File: src/rtl/hz_pkg.sv
package hz_pkg;
  parameter int unsigned DEF_REG_AW = 5;

  typedef enum logic [1:0] {
    FWD_RF  = 2'b00,
    FWD_WB  = 2'b01,
    FWD_MEM = 2'b10
  } fwd_sel_e;
endpackage

File: src/rtl/hz_fwd_sel.sv
module hz_fwd_sel
  import hz_pkg::*;
#(
  parameter int unsigned REG_AW = DEF_REG_AW
) (
  input  logic              clk_i,
  input  logic              rst_ni,
  input  logic [REG_AW-1:0] rs_i,
  input  logic [REG_AW-1:0] mem_rd_i,
  input  logic              mem_we_i,
  input  logic [REG_AW-1:0] wb_rd_i,
  input  logic              wb_we_i,
  output logic [1:0]        sel_o
);
  localparam logic [REG_AW-1:0] Zero = '0;

  logic mem_hit, wb_hit;

  assign mem_hit = mem_we_i && (mem_rd_i != Zero) && (mem_rd_i == rs_i);
  assign wb_hit  = wb_we_i  && (wb_rd_i  != Zero) && (wb_rd_i  == rs_i);

  // newest producer first
  always_comb begin
    if (mem_hit)     sel_o = FWD_MEM;
    else if (wb_hit) sel_o = FWD_WB;
    else             sel_o = FWD_RF;
  end

  assert_mem_prio_R3: assert property (@(posedge clk_i) disable iff (!rst_ni)
    (mem_we_i && rs_i != Zero && mem_rd_i == rs_i && wb_we_i && wb_rd_i == rs_i)
      |-> sel_o == FWD_MEM);
  assert_zero_src_R4: assert property (@(posedge clk_i) disable iff (!rst_ni)
    (rs_i == Zero) |-> sel_o == FWD_RF);
  assert_we_gate_R5: assert property (@(posedge clk_i) disable iff (!rst_ni)
    (!mem_we_i && !wb_we_i) |-> sel_o == FWD_RF);
  assert_legal_enc_R8: assert property (@(posedge clk_i) disable iff (!rst_ni)
    sel_o != 2'b11);
endmodule

File: src/rtl/hz_load_use.sv
module hz_load_use #(
  parameter int unsigned REG_AW = hz_pkg::DEF_REG_AW
) (
  input  logic              clk_i,
  input  logic              rst_ni,
  input  logic [REG_AW-1:0] id_rs1_i,
  input  logic [REG_AW-1:0] id_rs2_i,
  input  logic [REG_AW-1:0] ex_rd_i,
  input  logic              ex_we_i,
  input  logic              ex_mem_read_i,
  output logic              stall_o
);
  localparam logic [REG_AW-1:0] Zero = '0;

  logic is_load, rd_used;

  assign is_load = ex_mem_read_i && ex_we_i && (ex_rd_i != Zero);
  assign rd_used = (ex_rd_i == id_rs1_i) || (ex_rd_i == id_rs2_i);
  assign stall_o = is_load && rd_used;

  assert_zero_dst_R4: assert property (@(posedge clk_i) disable iff (!rst_ni)
    (ex_rd_i == Zero) |-> !stall_o);
  assert_non_load_R7: assert property (@(posedge clk_i) disable iff (!rst_ni)
    !ex_mem_read_i |-> !stall_o);
  assert_we_gate_R5: assert property (@(posedge clk_i) disable iff (!rst_ni)
    !ex_we_i |-> !stall_o);
  assert_unused_R7: assert property (@(posedge clk_i) disable iff (!rst_ni)
    (ex_rd_i != id_rs1_i && ex_rd_i != id_rs2_i) |-> !stall_o);
endmodule

File: src/rtl/hazard_ctrl.sv
module hazard_ctrl
  import hz_pkg::*;
#(
  parameter int unsigned REG_AW = DEF_REG_AW
) (
  input  logic              clk_i,
  input  logic              rst_ni,
  input  logic [REG_AW-1:0] id_rs1_i,
  input  logic [REG_AW-1:0] id_rs2_i,
  input  logic [REG_AW-1:0] ex_rs1_i,
  input  logic [REG_AW-1:0] ex_rs2_i,
  input  logic [REG_AW-1:0] ex_rd_i,
  input  logic              ex_we_i,
  input  logic              ex_mem_read_i,
  input  logic [REG_AW-1:0] mem_rd_i,
  input  logic              mem_we_i,
  input  logic [REG_AW-1:0] wb_rd_i,
  input  logic              wb_we_i,
  output logic [1:0]        fwd_a_o,
  output logic [1:0]        fwd_b_o,
  output logic              hold_o,
  output logic              bubble_o
);
  localparam int unsigned NumOps = 2;

  logic [NumOps-1:0][REG_AW-1:0] ex_rs;
  logic [NumOps-1:0][1:0]        fwd_sel;
  logic                          stall;

  assign ex_rs[0] = ex_rs1_i;
  assign ex_rs[1] = ex_rs2_i;

  for (genvar g = 0; g < NumOps; g++) begin : g_op
    hz_fwd_sel #(.REG_AW(REG_AW)) i_fwd_sel (
      .clk_i    (clk_i),
      .rst_ni   (rst_ni),
      .rs_i     (ex_rs[g]),
      .mem_rd_i (mem_rd_i),
      .mem_we_i (mem_we_i),
      .wb_rd_i  (wb_rd_i),
      .wb_we_i  (wb_we_i),
      .sel_o    (fwd_sel[g])
    );
  end

  hz_load_use #(.REG_AW(REG_AW)) i_load_use (
    .clk_i         (clk_i),
    .rst_ni        (rst_ni),
    .id_rs1_i      (id_rs1_i),
    .id_rs2_i      (id_rs2_i),
    .ex_rd_i       (ex_rd_i),
    .ex_we_i       (ex_we_i),
    .ex_mem_read_i (ex_mem_read_i),
    .stall_o       (stall)
  );

  assign fwd_a_o  = fwd_sel[0];
  assign fwd_b_o  = fwd_sel[1];
  assign hold_o   = stall;
  assign bubble_o = stall;

  assert_load_use_R6: assert property (@(posedge clk_i) disable iff (!rst_ni)
    (ex_mem_read_i && ex_we_i && ex_rd_i != '0 && ex_rd_i == id_rs1_i)
      |-> (hold_o && bubble_o));
  assert_op_indep_R9: assert property (@(posedge clk_i) disable iff (!rst_ni)
    (ex_rs1_i == ex_rs2_i) |-> (fwd_a_o == fwd_b_o));
endmodule

File: config.mk
export PLATFORM = sky130hd
export DESIGN_NAME = hazard_ctrl
export DESIGN_NICKNAME = d
export VERILOG_FILES = /design/src/rtl/hz_pkg.sv /design/src/rtl/hz_fwd_sel.sv /design/src/rtl/hz_load_use.sv /design/src/rtl/hazard_ctrl.sv
export SDC_FILE = /design/constraint.sdc
export NUM_CORES = 1
export LEC_CHECK = 0
export ABC_CLOCK_PERIOD_IN_PS = 3700
export BUFFER_PORTS_ARGS = -buffer_cell sky130_fd_sc_hd__buf_2
export CAP_MARGIN = 20
export CORE_AREA = 2 2 39 41
export DETAILED_ROUTE_END_ITERATION = 16
export DIE_AREA = 0 0 41 43
export GPL_TIMING_DRIVEN = 0
export PLACE_DENSITY = 0.76
export SLEW_MARGIN = 20
export SYNTH_ARGS = -nofsm -noshare
export SYNTH_HDL_FRONTEND = slang
export SYNTH_SLANG_ARGS = --single-unit
File: constraint.sdc
create_clock -name vclk -period 3.7
set_clock_uncertainty 0.2 [all_clocks]
set_input_delay 0.555 -clock vclk [all_inputs]
set_output_delay 0.555 -clock vclk [all_outputs]
set_load 0.03 [all_outputs]
Word-level counts from Yosys, hierarchy flattened
Index checks and enable logic that the tools add are counted.

Flip-flop bits (word level): 0. Input bits: 41. Output and inout port bits: 6. Logic and storage cells: 23.

Equality and inequality tests: 6. Mux-type cells: 4. Reductions and logical operators: 13.

Operator list (number): equality test 5 bit (6); nonzero test 5 bit (3); logical AND 1 bit (9); two-way mux 2 bit (2); two-way mux 1 bit (2); logical OR 1 bit (1).

Logic depth before layout (Yosys ltp)
Word-level depth: 5. Depth in mapped cells: 5. Depth with buffers taken out: 4.

Cells and area by module
From an unflattened synthesis, not the netlist that was laid out.

Cell total of the unflattened synthesis: 60. Area total of the unflattened synthesis: 457.9 µm².

By module, submodules not included: hz_fwd_sel (times used 2, cells each 21, area each 158.9 µm², sequential area each 0.0 µm²); hz_load_use (times used 1, cells each 17, area each 132.6 µm², sequential area each 0.0 µm²); hazard_ctrl (times used 1, cells each 1, area each 7.5 µm², sequential area each 0.0 µm²).

Worst setup path after synthesis
Ideal clock, no wire load.

Path type: input-to-output. Start: input mem_rd_i[0]. End: output fwd_a_o[0]. Arrival time: 1972 ps. Data required time: 2945 ps. Slack: 973 ps. Cell stages on the path: 4. Cell sequence: or4_1 > o21ai_2 > nor4_1 > nor4_2.

Longest elaborated chain between the ends: 4. Elaborated cells on any way between the ends: 5. Classes of those cells: 1 x eq/ne; 1 x mux; 3 x reduce/logical.

Ends and longest elaborated chain: start: declaration (RTL line hazard_ctrl.sv:15) `input logic [REG_AW-1:0] mem_rd_i,`; nonzero test 5 bit (RTL line hz_fwd_sel.sv:19) `assign mem_hit = mem_we_i && (mem_rd_i != Zero) && (mem_rd_i == rs_i);`; logical AND 1 bit (RTL line hz_fwd_sel.sv:19); logical AND 1 bit (*) (RTL line hz_fwd_sel.sv:19); net g_op[0].i_fwd_sel.mem_hit (RTL line hz_fwd_sel.sv:17) `logic mem_hit, wb_hit;`; two-way mux 2 bit (*) (RTL line hz_fwd_sel.sv:24) `if (mem_hit) sel_o = FWD_MEM;`; end: declaration (RTL line hazard_ctrl.sv:19) `output logic [1:0] fwd_a_o,`.

Mark *: on every way through the listed nets, which the timed path passes. The rest lies on a longest branch.

Worst setup path after layout
Ends and elaborated chain as after synthesis.

==> reports/results.ini <==
[floorplanning]
dieArea_um2=1763
ios=47
initial_utilization=0.3011
coreArea_um2=1384
chipHeight_um=43
rows=14
die_x_um=41

[timing]
min_period_ps=2718
worst_slew_pin_slew_ps=429.7
finalHoldViolations=0
fmax_mhz=368.0
period_share=0.7345
fin_tns_setup_ps=0
slew_viol_final=0
slew-limit-headroom=0.7109
grt_setup_unrepaired=no
setup_viol_count_final=0

[drt]
ant_nets=0
wl_per_cell_um=10.11
wl_mm=1.142
drc_errors=0
drt-pass1-iter-count=1
vias=545
viasPerCell=4.823
drtIter0Drc=0

[setup_path]
required_ps=2940
crit_path_start_kind=input pin
end_kind=primary output
crit_slowest_cell=or4_1
critPathMostFrequentCell=buf_2
critPathKind=input pin to primary output
path_cells=buf_2 > or4_1 > o21ai_2 > nor4_1 > nor4_2 > buf_2
cp_max_fo=3
slowest_delay_ps=530
cp.arrival_ps=1960

[placement]
portBuffers=45
dp.cells=113
globalplace.congestion=0.6357

[pwr]
peakVddDrop_v=0.00003860
p_per_area_nw_per_um2=102.4
total_power_mw=0.06781
p_sw_frac=0.4776
p_int_mw=0.03543
p_leak_nw=0.3263
combPwrFrac=1.000
seqPwrFrac=0
pwr-share-clk=0
switchingPower_mw=0.03238

[yosys]
netlist.area_leader.share=0.4204
syn_nets=93
yosysWarnings=0
synth_area_um2=416.7
yosys.area.top_type=xor2_1
postSynthAreaPerCell_um2=8.013
ys_top_cells_by_area=xor2_1, xnor2_1, or4_1
synth.distinct_cells=12
netlist_instances=52
ys_seq_area_frac=0

[cells_and_area]
antenna-diode-count=0
nets=140
seq_cells=0
mostFrequentLayoutCells=buf_2, xor2_1, xnor2_1
layout-drive-gt1-share=0.5258
layout_commonest_cell=buf_2
regArea_um2=0
stdcell_count=113
final_util=0.4783
nClkBuffers=0
syn_to_final_growth_pct=58.86

[grt]
grt_pass1_wl_mm=1.690
antenna_found_initial=0
gr-usage-all-layers=0.1279
first_global_vias=484
grt_max_degree=4
gr-total-overflow=0

[min_path]
worst_hold_path.endpoint=bubble_o
min_path_type=input pin to primary output
min-delay-start=ex_mem_read_i
holdPathStages=4

[flow_run]
drv_cap=0

[clocking]
ctsHoldBuffers=0
cts_setup_buffers=0
cts-resized-gates=0

[status]
status=finished clean

routing by layer:
| layer | part of all wire | global-route usage | vias up | wire, µm |
|---|---|---|---|---|
| met5 | 0 | 0 | - | 0 |
| met4 | 0 | 0 | 0 | 0 |
| met3 | 0.14 | 0.005236 | 0 | 158 |
| met2 | 0.55 | 0.2938 | 38 | 627 |
| met1 | 0.31 | 0.1044 | 231 | 356 |
| li1 | - | - | 276 | - |
worst max-delay path, delay by kind of cell:
| family | cells | cell delay [ps] |
|---|---|---|
| buf+inv | 2 | 350 |
| compound gates | 1 | 160 |
| simple gates | 3 | 890 |
metrics by stage:
step / hold slack [ps] / cell area [µm²] / worst slack (ps)
final: 1305 / 661.9 / 982.4
after global routing: 1342 / 661.9 / 899.0
after CTS: 1309 / 661.9 / 982.2
after detailed placement: 1304 / 661.9 / 977.2
after global placement: 1296 / 661.9 / 1006
after floorplan: 1109 / 416.7 / 972.8
worst max-delay path by stage:
| stage | startpoint | to | slack (ps) | cells after the start |
|---|---|---|---|---|
| 6_report | mem_rd_i[0] | fwd_a_o[0] | 980 | 6 |
| 3_3_place_gp | mem_rd_i[0] | fwd_a_o[0] | 1010 | 6 |
| 2_1_floorplan | mem_rd_i[0] | fwd_a_o[0] | 970 | 4 |
| 5_1_grt | mem_rd_i[0] | fwd_b_o[0] | 900 | 6 |
| 3_5_place_dp | mem_rd_i[0] | fwd_a_o[0] | 980 | 6 |
| 4_1_cts | mem_rd_i[0] | fwd_a_o[0] | 980 | 6 |
Yosys cell counts, drive strengths merged:
cell type and count:
nand3 4, xor2 20, xnor2 10, or4 5, nor3 2, o21ai 2, o211ai 1, nor4 4
a21oi 1, buf 3
power groups by stage:
stage | sequential (mW) | clock, mW | combinational [mW]
after floorplan | 0 | 0 | 0.0325
after detailed placement | 0 | 0 | 0.0686
after global placement | 0 | 0 | 0.0670
final | 0 | 0 | 0.0678
after CTS | 0 | 0 | 0.0688
after global routing | 0 | 0 | 0.0749
layout make-up:
class	instances	area [µm²]
Fill cell	141	721.9
Tap cell	16	20.02
Multi-Input combinational cell	49	394.1
Timing Repair Buffer	45	225.2
Buffer	3	22.52
kinds of logic (layout without fill, tap and decap cells):
family / after synthesis / count (layout) / synth area share
and+or+nand+nor: 15 / 15 / 0.2523
AOI/OAI and AO/OA: 4 / 4 / 0.06305
xor gates and xnor gates: 30 / 30 / 0.6306
buffers and inverters: 3 / 48 / 0.05405
Power figures use the tool's default switching activity.
